`src/rtl/sweep_pkg.sv`:
```
package sweep_pkg;
  localparam int unsigned SW_STATES = 16;
  localparam int unsigned SW_GROUP  = 4;
endpackage

```
`src/rtl/sweep_cell.sv`:
```
module sweep_cell (
  input  logic begin_f,
  input  logic state_f,
  input  logic search_in,
  output logic search_out,
  output logic time_f
);
  logic active;
  always_comb begin
    active     = search_in | begin_f;
    time_f     = active & state_f;
    search_out = active & ~state_f;
  end
endmodule

```
`src/rtl/sweep_group.sv`:
```
module sweep_group #(
  parameter int unsigned GW = 4
) (
  input  logic          carry_in,
  input  logic [GW-1:0] begin_f,
  input  logic [GW-1:0] state_f,
  output logic [GW-1:0] time_f,
  output logic [GW-1:0] search_f,
  output logic          ripple_out,
  output logic          skip,
  output logic          carry_out
);
  logic [GW:0] chain;

  assign chain[0] = carry_in;

  for (genvar c = 0; c < GW; c++) begin : g_cell
    sweep_cell cell_i (
      .begin_f   (begin_f[c]),
      .state_f   (state_f[c]),
      .search_in (chain[c]),
      .search_out(chain[c+1]),
      .time_f    (time_f[c])
    );
    assign search_f[c] = chain[c+1];
  end

  assign ripple_out = chain[GW];
  assign skip       = ~(|begin_f) & ~(|state_f);
  assign carry_out  = skip ? carry_in : ripple_out;
endmodule

```
`src/rtl/sweep_encoder.sv`:
```
module sweep_encoder #(
  parameter int unsigned N  = 16,
  localparam int unsigned IW = (N > 1) ? $clog2(N) : 1
) (
  input  logic [N-1:0]  onehot,
  output logic [IW-1:0] index,
  output logic          none
);
  always_comb begin
    index = '0;
    for (int unsigned k = 0; k < N; k++) begin
      if (onehot[k]) index = index | IW'(k);
    end
    none = ~(|onehot);
  end
endmodule

```
`src/rtl/sweep_flag_search.sv`:
```
module sweep_flag_search
  import sweep_pkg::*;
#(
  parameter int unsigned N_STATES = SW_STATES,
  parameter int unsigned GROUP_W  = SW_GROUP,
  localparam int unsigned N_GRP   = N_STATES / GROUP_W,
  localparam int unsigned IDX_W   = (N_STATES > 1) ? $clog2(N_STATES) : 1
) (
  input  logic                clk,
  input  logic                rst,
  input  logic                start,
  input  logic [N_STATES-1:0] begin_vec,
  input  logic [N_STATES-1:0] state_flags,
  output logic                valid,
  output logic [N_STATES-1:0] time_vec,
  output logic [IDX_W-1:0]    time_idx,
  output logic                not_found,
  output logic [N_STATES-1:0] search_vec
);
  logic [N_GRP:0]        carry;
  logic [N_GRP-1:0]      grp_skip;
  logic [N_GRP-1:0]      grp_ripple;
  logic [N_STATES-1:0]   time_c;
  logic [N_STATES-1:0]   search_c;
  logic [IDX_W-1:0]      idx_c;
  logic                  none_c;

  assign carry[0] = 1'b0;

  for (genvar g = 0; g < N_GRP; g++) begin : g_grp
    sweep_group #(.GW(GROUP_W)) grp_i (
      .carry_in  (carry[g]),
      .begin_f   (begin_vec[g*GROUP_W +: GROUP_W]),
      .state_f   (state_flags[g*GROUP_W +: GROUP_W]),
      .time_f    (time_c[g*GROUP_W +: GROUP_W]),
      .search_f  (search_c[g*GROUP_W +: GROUP_W]),
      .ripple_out(grp_ripple[g]),
      .skip      (grp_skip[g]),
      .carry_out (carry[g+1])
    );

    // Skip path must agree with the cell ripple it bypasses
    AST_SKIP_MATCH: assert property (@(posedge clk) disable iff (rst)
      grp_skip[g] |-> (carry[g+1] == grp_ripple[g]));
  end

  sweep_encoder #(.N(N_STATES)) enc_i (
    .onehot(time_c),
    .index (idx_c),
    .none  (none_c)
  );

  always_ff @(posedge clk) begin
    if (rst) begin
      valid      <= 1'b0;
      time_vec   <= '0;
      time_idx   <= '0;
      not_found  <= 1'b0;
      search_vec <= '0;
    end else begin
      valid <= start;
      if (start) begin
        time_vec   <= time_c;
        time_idx   <= idx_c;
        not_found  <= none_c;
        search_vec <= search_c;
      end
    end
  end

  AST_TIME_ONEHOT: assert property (@(posedge clk) disable iff (rst)
    start && $onehot(begin_vec) |-> $onehot0(time_c));

  AST_SEARCH_STOPS: assert property (@(posedge clk) disable iff (rst)
    (time_c & search_c) == '0);

  AST_VALID_NEXT: assert property (@(posedge clk) disable iff (rst)
    start |=> valid);

  AST_HOLD_RESULT: assert property (@(posedge clk) disable iff (rst)
    !start |=> !valid && $stable(time_vec) && $stable(search_vec));

  AST_NOTFOUND_ZERO: assert property (@(posedge clk) disable iff (rst)
    not_found |-> (time_vec == '0) && (time_idx == '0));

  AST_IDX_MATCH: assert property (@(posedge clk) disable iff (rst)
    valid && !not_found |-> time_vec[time_idx]);
endmodule

```
`config.mk`:
```
export PLATFORM = sky130hd
export DESIGN_NAME = sweep_flag_search
export DESIGN_NICKNAME = d
export VERILOG_FILES = /design/src/rtl/sweep_pkg.sv /design/src/rtl/sweep_cell.sv /design/src/rtl/sweep_group.sv /design/src/rtl/sweep_encoder.sv /design/src/rtl/sweep_flag_search.sv
export SDC_FILE = /design/constraint.sdc
export NUM_CORES = 1
export LEC_CHECK = 0
export ABC_CLOCK_PERIOD_IN_PS = 4100
export BUFFER_PORTS_ARGS = -buffer_cell sky130_fd_sc_hd__buf_2
export CELL_PAD_IN_SITES_DETAIL_PLACEMENT = 0
export CELL_PAD_IN_SITES_GLOBAL_PLACEMENT = 1
export CORE_MARGIN = 4
export CORE_UTILIZATION = 39
export CTS_BUF_LIST = sky130_fd_sc_hd__clkbuf_4
export DETAILED_ROUTE_END_ITERATION = 7
export PLACE_DENSITY = 0.95
export REMOVE_ABC_BUFFERS = 1
export SLEW_MARGIN = 10
export SYNTH_ARGS = -nofsm -noshare
export SYNTH_HDL_FRONTEND = slang
export SYNTH_SLANG_ARGS = --single-unit
```
`constraint.sdc`:
```
create_clock -name clk -period 4.1 [get_ports clk]
set_input_delay 0.205 -clock clk [delete_from_list [all_inputs] [get_ports clk]]
set_output_delay 0.205 -clock clk [all_outputs]
set_load 0.01 [all_outputs]
```
==> results of run 1 <==
-- synth_stat cells, types with 3 or more instances --
library cell | number | area [um2]
or2_2 | 3 | 18.8
nor2_1 | 41 | 154
o21a_1 | 3 | 22.5
dfxtp_1 | 38 | 761
nand2_1 | 24 | 90.1
o211ai_1 | 4 | 30.0
or3_1 | 3 | 18.8
mux2i_1 | 10 | 100
clkbuf_1 | 8 | 30.0
a21oi_1 | 25 | 125
nand3_1 | 7 | 35.0
o21ai_0 | 6 | 30.0
nor2b_1 | 4 | 25.0
inv_1 | 9 | 33.8
nor3_1 | 4 | 20.0
-- routing by layer --
layer,GRT usage,share of wire,up-vias
met5,0,0,-
met2,0.258,0.47,50
met1,0.219,0.46,866
met4,0.0481,0.0060,0
met3,0.0499,0.067,2
li1,-,-,997
-- worst reg2reg max path: cells and delay by family, from the launching register on --
kind	cells	cell delay (ps)
AOI/OAI and AO/OA	1	150
DFF	1	340
and+or+nand+nor	2	180
-- kinds of logic after synthesis --
logic type	after synthesis	share of synthesized area
AO/OA/AOI/OAI	70	0.288
buffers and inverters	20	0.0397
flip-flops	38	0.384
multiplexers	10	0.0505
AND/OR/NAND/NOR	100	0.238
-- placed cells by master (no fill, tap or decap), types with 3 or more instances in the layout --
cell type,Yosys,routed
buf_2,0,72
nor2_1,41,41
dfxtp_1,38,38
a21oi_1,25,25
nand2_1,24,24
mux2i_1,10,10
inv_1,9,9
nand3_1,7,7
o21ai_0,6,6
clkbuf_4,0,5
nor2b_1,4,4
nor3_1,4,4
o211ai_1,4,4
or2_2,3,3
or3_1,3,3
o21a_1,3,3
-- state kept, by name, indices dropped and copies added (netlist names) --
register    count
time_idx        4
not_found       1
time_vec       16
valid           1
search_vec     16
-- per-stage QoR --
stage	hold slack, ps	power [mW]	util	worst slack [ps]	area (um2)
6_report	139	0.832	0.516	1910	2480
3_5_place_dp	453	0.581	0.498	1600	2400
4_1_cts	131	0.844	0.516	1950	2480
2_1_floorplan	272	0.502	-	1950	1940
5_1_grt	141	0.878	0.516	1720	2480
3_3_place_gp	448	0.580	0.498	1680	2400
-- power by group --
group,internal (mW),switching (mW),total (mW)
registers,0.389,0.00924,0.398
clock network,0.128,0.131,0.259
logic,0.0728,0.102,0.174
-- worst paths after layout --
path,start,end,cells past startpoint
worst min register to register,search_vec[11],search_vec[11],2
worst max register to register,search_vec[8],search_vec[8],3
worst min-delay path,begin_vec[0],time_vec[0],3
worst max-delay path,begin_vec[0],not_found,8
-- area by class of cell --
| class | count | area share |
|---|---|---|
| Clock buffer | 5 | 0.0151 |
| Tap cell | 67 | 0.0338 |
| Multi-Input combinational cell | 180 | 0.460 |
| Inverter | 10 | 0.0151 |
| Clock inverter | 3 | 0.0181 |
| Sequential cell | 38 | 0.306 |
| Timing Repair Buffer | 74 | 0.151 |
==> reports/results.ini, run 1 <==
[flow_run]
maxCapViolCount=0

[sta]
setup_viol=0
grt_setup_unrepaired=false
fin_crit_sh=0.534
finalHoldViolCount=0
fmax_mhz=457
period_minus_slack_ps=2190
clock_skew_ps=0
tightest_slew_ps=752
fin_setup_tns_ps=0
slew_violations=0
slew_headroom=0.492

[die]
num_rows=25
pin_count=73
die_area_mm2=0.00629
die_w_um=79.3
coreArea_mm2=0.00482
die_y_um=79.3
initial_core_util=0.412

[finish]
nFillCells=491
multi_input_area_mm2=0.00114
finalNonFillerCells=377
syn2layout_area_growth_pct=25.2
nets=344
diodes=0
seqCellArea_um2=761
drive_above_1_share=0.329

[power]
p_leak_nw=1.14
powerDensity_mw_per_mm2=335
ir_worst_vdd_mv=0.173

[critical_path]
worstPathCellList=buf_2 -> nor2b_4 -> o311ai_0 -> a2bb2oi_1 -> a221o_1 -> a22oi_4 -> nand4_2 -> o41ai_2
crit_family=compound AO/OA/AOI/OAI gates
rrSetupSlack_ps=3300
path_class=in2reg
cp-end-kind=flip-flop
critical_path_buf_inv_count=1
cp-start-kind=primary input
required_ps=4360
arrival_ps=2450
cp_slowest_stage_delay_ps=630
cp_slowest_cell=o311ai_0
crit_path_max_fanout=5

[detailed_routing]
wl_per_cell_um=13.8
dr.pass1.iters=4
vias=1915
ant_nets=0
drc=0
wirelength_um=5210
drt-vias-per-instance=5.08
detail_route.iter0.violations=89

[cts]
ctsLongestPathBuffers=2
clock_latency_ps=340
post_cts_resized=0
clkSinkCount=38
cts_setup_buffers=0
cts_tree=done
cts_buffers=5
cts-root-buf=clkbuf_4
htree_levels=2
cts_hold_buf=0
path_clk_slew_ps=120

[logic_synthesis]
yosysSeqAreaShare=0.384
async_reset_ff_frac=0
yosys_warnings=0
synth_enable_flop_cells=0
ys_ff_latch=38
syn_inst=238
syn_area_per_cell_um2=8.33
synth_cell_types=52
synth_ff_type=dfxtp_1
syn-cell-area_mm2=0.00198

[grt]
grtUsageTotal=0.165
antenna_found_initial=0
grt_pass1_wl_um=8310
first_global_vias=1765
grt_max_degree=39
grt-ovfl-total=0

[run_status]
status=completed

[place]
numPortBuffers=72
dp_cells=369
gp_congestion=0.813
hpwl_um=3950

[worst_hold_path]
hp-class=in2reg

Power figures use the tool's default switching activity.
==> run 2, diff against run 1 <==
--- a/config.mk
+++ b/config.mk
@@ -5,15 +5,15 @@
 export SDC_FILE = /design/constraint.sdc
 export NUM_CORES = 1
 export LEC_CHECK = 0
-export ABC_CLOCK_PERIOD_IN_PS = 4100
+export ABC_CLOCK_PERIOD_IN_PS = 2300
 export BUFFER_PORTS_ARGS = -buffer_cell sky130_fd_sc_hd__buf_2
 export CELL_PAD_IN_SITES_DETAIL_PLACEMENT = 0
 export CELL_PAD_IN_SITES_GLOBAL_PLACEMENT = 1
 export CORE_MARGIN = 4
-export CORE_UTILIZATION = 39
+export CORE_UTILIZATION = 36
 export CTS_BUF_LIST = sky130_fd_sc_hd__clkbuf_4
 export DETAILED_ROUTE_END_ITERATION = 7
-export PLACE_DENSITY = 0.95
+export PLACE_DENSITY = 0.89
 export REMOVE_ABC_BUFFERS = 1
 export SLEW_MARGIN = 10
 export SYNTH_ARGS = -nofsm -noshare
==> constraint.sdc (replaced) <==
create_clock -name clk -period 2.3 [get_ports clk]
set_input_delay 0.115 -clock clk [delete_from_list [all_inputs] [get_ports clk]]
set_output_delay 0.115 -clock clk [all_outputs]
set_load 0.01 [all_outputs]
==> reports/results.ini, run 2 (synthesis gave the netlist of run 1 again) <==
[detailed_routing]
vias=1982  ; +3.5%
detail_route.iter0.violations=143  ; +61%
dr.pass1.iters=4  ; unchanged
wl_per_cell_um=14.6  ; +5.6%
wirelength_um=5610  ; +7.8%
drt-vias-per-instance=5.15  ; +1.3%
ant_nets=0  ; unchanged
drc=0  ; unchanged

[sta]
fmax_mhz=527
grt_setup_unrepaired=false
fin_crit_sh=0.825
period_minus_slack_ps=1900
setup_viol=0  ; unchanged
tightest_slew_ps=706  ; -46.0 ps
slew_headroom=0.524  ; +0.0320
slew_violations=0  ; unchanged
clock_skew_ps=0  ; unchanged
finalHoldViolCount=0  ; unchanged
fin_setup_tns_ps=0  ; unchanged
whs_ps=51.3  ; -87.5 ps

[grt]
grt_max_degree=39  ; unchanged
antenna_found_initial=0  ; unchanged
grtUsageTotal=0.172  ; +0.00673
grt-ovfl-total=0  ; unchanged
first_global_vias=1823  ; +3.3%
grt_pass1_wl_um=9030  ; +8.6%

[critical_path]
crit_path_max_fanout=5  ; unchanged
required_ps=2510  ; -1850 ps
cp_slowest_stage_delay_ps=390  ; -240 ps
cp-end-kind=flip-flop
path_common_cell=o311a_4
reg2regPathDepth=3  ; unchanged
cp-start-kind=primary input
arrival_ps=2110  ; -340 ps
worstPathCellList=buf_2 -> nor2b_4 -> o311a_4 -> o311a_4 -> o21a_1 -> o311a_1 -> a2111oi_2 -> a211oi_1
cp.depth=8  ; unchanged
critical_path_buf_inv_count=1  ; unchanged
path_class=in2reg
cp_slowest_cell=o311a_4
crit_family=compound AO/OA/AOI/OAI gates

[finish]
drive_above_1_share=0.337  ; +0.00748
syn2layout_area_growth_pct=25.9
nets=349  ; +1.5%
final_cell_mix=72 x buf_2, 41 x nor2_1, 38 x dfxtp_1
reg_top3=search_vec x16, time_vec x16, time_idx x4
final_common_cell=buf_2
diodes=0  ; unchanged

[die]
num_rows=26  ; +4.0%
coreArea_mm2=0.00524  ; +8.7%
die_area_mm2=0.00676  ; +7.5%
pin_count=73  ; unchanged
die_y_um=82.2  ; +3.7%
die_w_um=82.2  ; +3.7%
initial_core_util=0.379  ; -0.0330

[flow_run]
maxCapViolCount=0  ; unchanged

[worst_hold_path]
hp-class=in2reg
hold_depth=3  ; unchanged

[power]
powerDensity_mw_per_mm2=557  ; +66%
ir_worst_vdd_mv=0.269  ; +56%
p_leak_nw=1.16  ; +1.7%

[cts]
post_cts_resized=0  ; unchanged
cts_hold_buf=0  ; unchanged
clock_latency_ps=350  ; about the same
cts_tree=done
cts_setup_buffers=0  ; unchanged
htree_levels=2  ; unchanged
cts-root-buf=clkbuf_4
cts_buffers=5  ; unchanged
path_clk_slew_ps=120  ; about the same
clkSinkCount=38  ; unchanged
ctsLongestPathBuffers=2  ; unchanged

[place]
hpwl_um=4190  ; +6.1%
numPortBuffers=72  ; unchanged
gp_congestion=0.824  ; +1.3%

[run_status]
status=completed

run 2: changes by cell type in the layout (fill, tap and decap cells not counted), sizes merged:
cell / change
clkinvlp: -2
bufinv: -1
buf: +5
clkbuf: +1
clkinv: +2
run 2: worst register-to-register path: cells and delay by family, from the launching register on:
family / cells / cell delay (ps)
simple gates: 2 / 180
flops: 1 / 330
compound gates: 1 / 160
run 2: cell type report:
class / count / area (um2)
clock inverters: 2 / 8.76
multi-input cells: 180 / 1140
inverters: 10 / 37.5
well taps: 70 / 87.6
flip-flops and latches: 38 / 761
repair buffers: 79 / 413
fillers: 518 / 2740
clock buffers: 6 / 45.0
run 2: worst paths after layout:
kind                        end  slack, ps          start
hold / removal      time_vec[0]         50   begin_vec[0]
hold reg to reg     time_vec[2]        470    time_vec[2]
setup reg to reg  search_vec[8]       1510  search_vec[8]
setup / recovery    time_idx[0]        400   begin_vec[0]
run 2: where the power goes:
part	leakage, nW	internal (mW)	switching (mW)
registers	0.312	0.694	0.0172
logic	0.815	0.138	0.187
clock network	0.0331	0.127	0.227
total	1.16	0.959	0.431
run 2: per-layer routing:
layer,up-vias,global-route usage,wire length [um]
met3,7,0.0456,345
met5,-,0,0
met2,57,0.256,2530
met1,911,0.241,2650
li1,1007,-,-
met4,0,0.0515,87
run 2: stage by stage:
step / utilization / setup slack, ps / std cells / instance area [um2] / power [mW]
floorplan: - / 237 / 228 / 1940 / 0.894
global placement: 0.466 / 89.3 / 377 / 2440 / 1.05
detailed placement: 0.466 / 28.0 / 377 / 2440 / 1.05
CTS: 0.477 / 415 / 385 / 2500 / 1.40
global route: 0.477 / 310 / 385 / 2500 / 1.47
finish: 0.477 / 404 / 385 / 2500 / 1.39
==> run 3, diff against run 2 <==
--- a/config.mk
+++ b/config.mk
@@ -5,7 +5,7 @@
 export SDC_FILE = /design/constraint.sdc
 export NUM_CORES = 1
 export LEC_CHECK = 0
-export ABC_CLOCK_PERIOD_IN_PS = 2300
+export ABC_CLOCK_PERIOD_IN_PS = 1800
 export BUFFER_PORTS_ARGS = -buffer_cell sky130_fd_sc_hd__buf_2
 export CELL_PAD_IN_SITES_DETAIL_PLACEMENT = 0
 export CELL_PAD_IN_SITES_GLOBAL_PLACEMENT = 1
==> constraint.sdc (replaced) <==
create_clock -name clk -period 1.8 [get_ports clk]
set_input_delay 0.09 -clock clk [delete_from_list [all_inputs] [get_ports clk]]
set_output_delay 0.09 -clock clk [all_outputs]
set_load 0.01 [all_outputs]
==> reports/results.ini, run 3 (synthesis gave the netlist of run 1 again) <==
[finish]
reg_top3=search_vec x16, time_vec x16, time_idx x4
design_area_mm2=0.00282  ; +13%
final_common_cell=buf_2
nets=382  ; +9.5%
multi_input_area_mm2=0.00118  ; +3.4%
final_cell_mix=70 x buf_2, 41 x nor2_1, 40 x buf_4
nFillCells=512  ; -1.2%
drive_above_1_share=0.408  ; +0.0715
final_core_util=0.538  ; +0.0616
syn2layout_area_growth_pct=42.1
seqCellArea_um2=761  ; unchanged
diodes=0  ; unchanged
finalNonFillerCells=418  ; +8.6%

[critical_path]
worstSetupStartpoint=begin_vec[0]
arrival_ps=2040  ; -70 ps
reg2reg_to=search_vec[8]
reg2regPathDepth=3  ; unchanged
cp-end-kind=flip-flop
cp-start-kind=primary input
rrSetupSlack_ps=980  ; -530 ps
required_ps=2050  ; -460 ps
path_class=in2reg
crit_path_max_fanout=4  ; -1
r2r-start=search_vec[8]

[cts]
clock_latency_ps=350  ; about the same
cts_hold_buf=0  ; unchanged
clkSinkCount=38  ; unchanged
cts_buffers=5  ; unchanged
ctsLongestPathBuffers=2  ; unchanged
htree_levels=2  ; unchanged
cts-root-buf=clkbuf_4
path_clk_slew_ps=110  ; about the same
cts_tree=done

[sta]
grt_setup_unrepaired=true
slew_violations=0  ; unchanged
slew_headroom=0.438  ; -0.0863
fin_crit_sh=0.994
fin_setup_tns_ps=0  ; unchanged
finalHoldViolCount=0  ; unchanged
fmax_mhz=559
clock_skew_ps=0  ; unchanged
setup_viol=0  ; unchanged
tightest_slew_ps=834  ; +128 ps
period_minus_slack_ps=1790

[place]
gp_congestion=0.865  ; +5.1%
dp_cells=410  ; +8.8%
placed_area_mm2=0.00269  ; +10%
numPortBuffers=72  ; unchanged
hpwl_um=4430  ; +5.8%

[detailed_routing]
met3_length_um=333  ; -3.5%
wl_met2_um=2770  ; +9.7%
wl_per_cell_um=14.0  ; -4.0%
detail_route.iter0.violations=75  ; -48%
dr.pass1.iters=4  ; unchanged
drt-vias-per-instance=4.98  ; -3.3%
top_layer_used=met4
wl_met1_um=2640  ; -0.34%
vias=2081  ; +5.0%
ant_nets=0  ; unchanged
wirelength_um=5850  ; +4.3%
drc=0  ; unchanged

[grt]
first_global_vias=1997  ; +9.5%
grtUsageTotal=0.176  ; +0.00425
antenna_found_initial=0  ; unchanged
grt_pass1_wl_um=9190  ; +1.8%
grt-ovfl-total=0  ; unchanged
grt_max_degree=39  ; unchanged

[die]
initial_core_util=0.379  ; unchanged
pin_count=73  ; unchanged
num_rows=26  ; unchanged
die_y_um=82.2  ; unchanged
die_w_um=82.2  ; unchanged
coreArea_mm2=0.00524  ; unchanged
die_area_mm2=0.00676  ; unchanged

[worst_hold_path]
hp-start=state_flags[13]
whs_endpoint=time_vec[13]
hold_depth=3  ; unchanged
hp-class=in2reg

[flow_run]
maxCapViolCount=0  ; unchanged

[power]
p_leak_nw=1.34  ; +16%
power_mw=1.99  ; +43%
ir_worst_vdd_mv=0.372  ; +38%
powerDensity_mw_per_mm2=705  ; +27%

[run_status]
status=completed

run 3: cell types whose count changed in the layout (fill, tap and decap cells not counted), sizes merged:
cell	change
bufinv	+1
buf	+33
clkbuf	-1
run 3: worst max path at each step:
stage | endpoint | slack (ps) | cells past startpoint
final | time_idx[1] | 10 | 8
after global routing | time_idx[0] | -60 | 8
after CTS | time_idx[1] | 10 | 9
after detailed placement | time_idx[1] | -380 | 8
after global placement | time_idx[0] | -340 | 8
after floorplan | time_idx[0] | -240 | 7
run 3: layout make-up:
type	count	share of cell area
Sequential cell	38	0.270
Timing Repair Buffer	112	0.239
Inverter	10	0.0133
Clock inverter	3	0.0142
Tap cell	70	0.0311
Clock buffer	5	0.0133
Multi-Input combinational cell	180	0.419
run 3: critical path: stages:
cell and delay, ps:
buf_6 90, nor2b_4 120, o311a_4 310, o311a_4 340
o21a_1 230, or3_4 360, a2bb2oi_4 190, o31a_1 310
run 3: repair_timing:
action,CTS,global route
resized for setup,2,7
pin swaps,7,2
setup buffers,0,0
hold endpoints to repair,0,0
setup endpoints to repair,2,6
run 3: per-layer routing:
layer | vias to the layer above | global-route usage
met5 | - | 0
met2 | 54 | 0.288
met3 | 10 | 0.0423
met1 | 943 | 0.227
li1 | 1074 | -
met4 | 0 | 0.0581
run 3: metrics by stage:
step | setup WS (ps) | hold slack [ps]
CTS | 14.0 | 52.0
detailed placement | -384 | 436
global route | -58.8 | 72.1
global placement | -344 | 426
finish | 10.9 | 66.7
floorplan | -238 | 157
run 3: power by group:
group / switching (mW) / leakage (nW) / internal [mW]
sequential: 0.0218 / 0.312 / 0.886
combinational: 0.259 / 0.987 / 0.238
clock: 0.295 / 0.0450 / 0.288
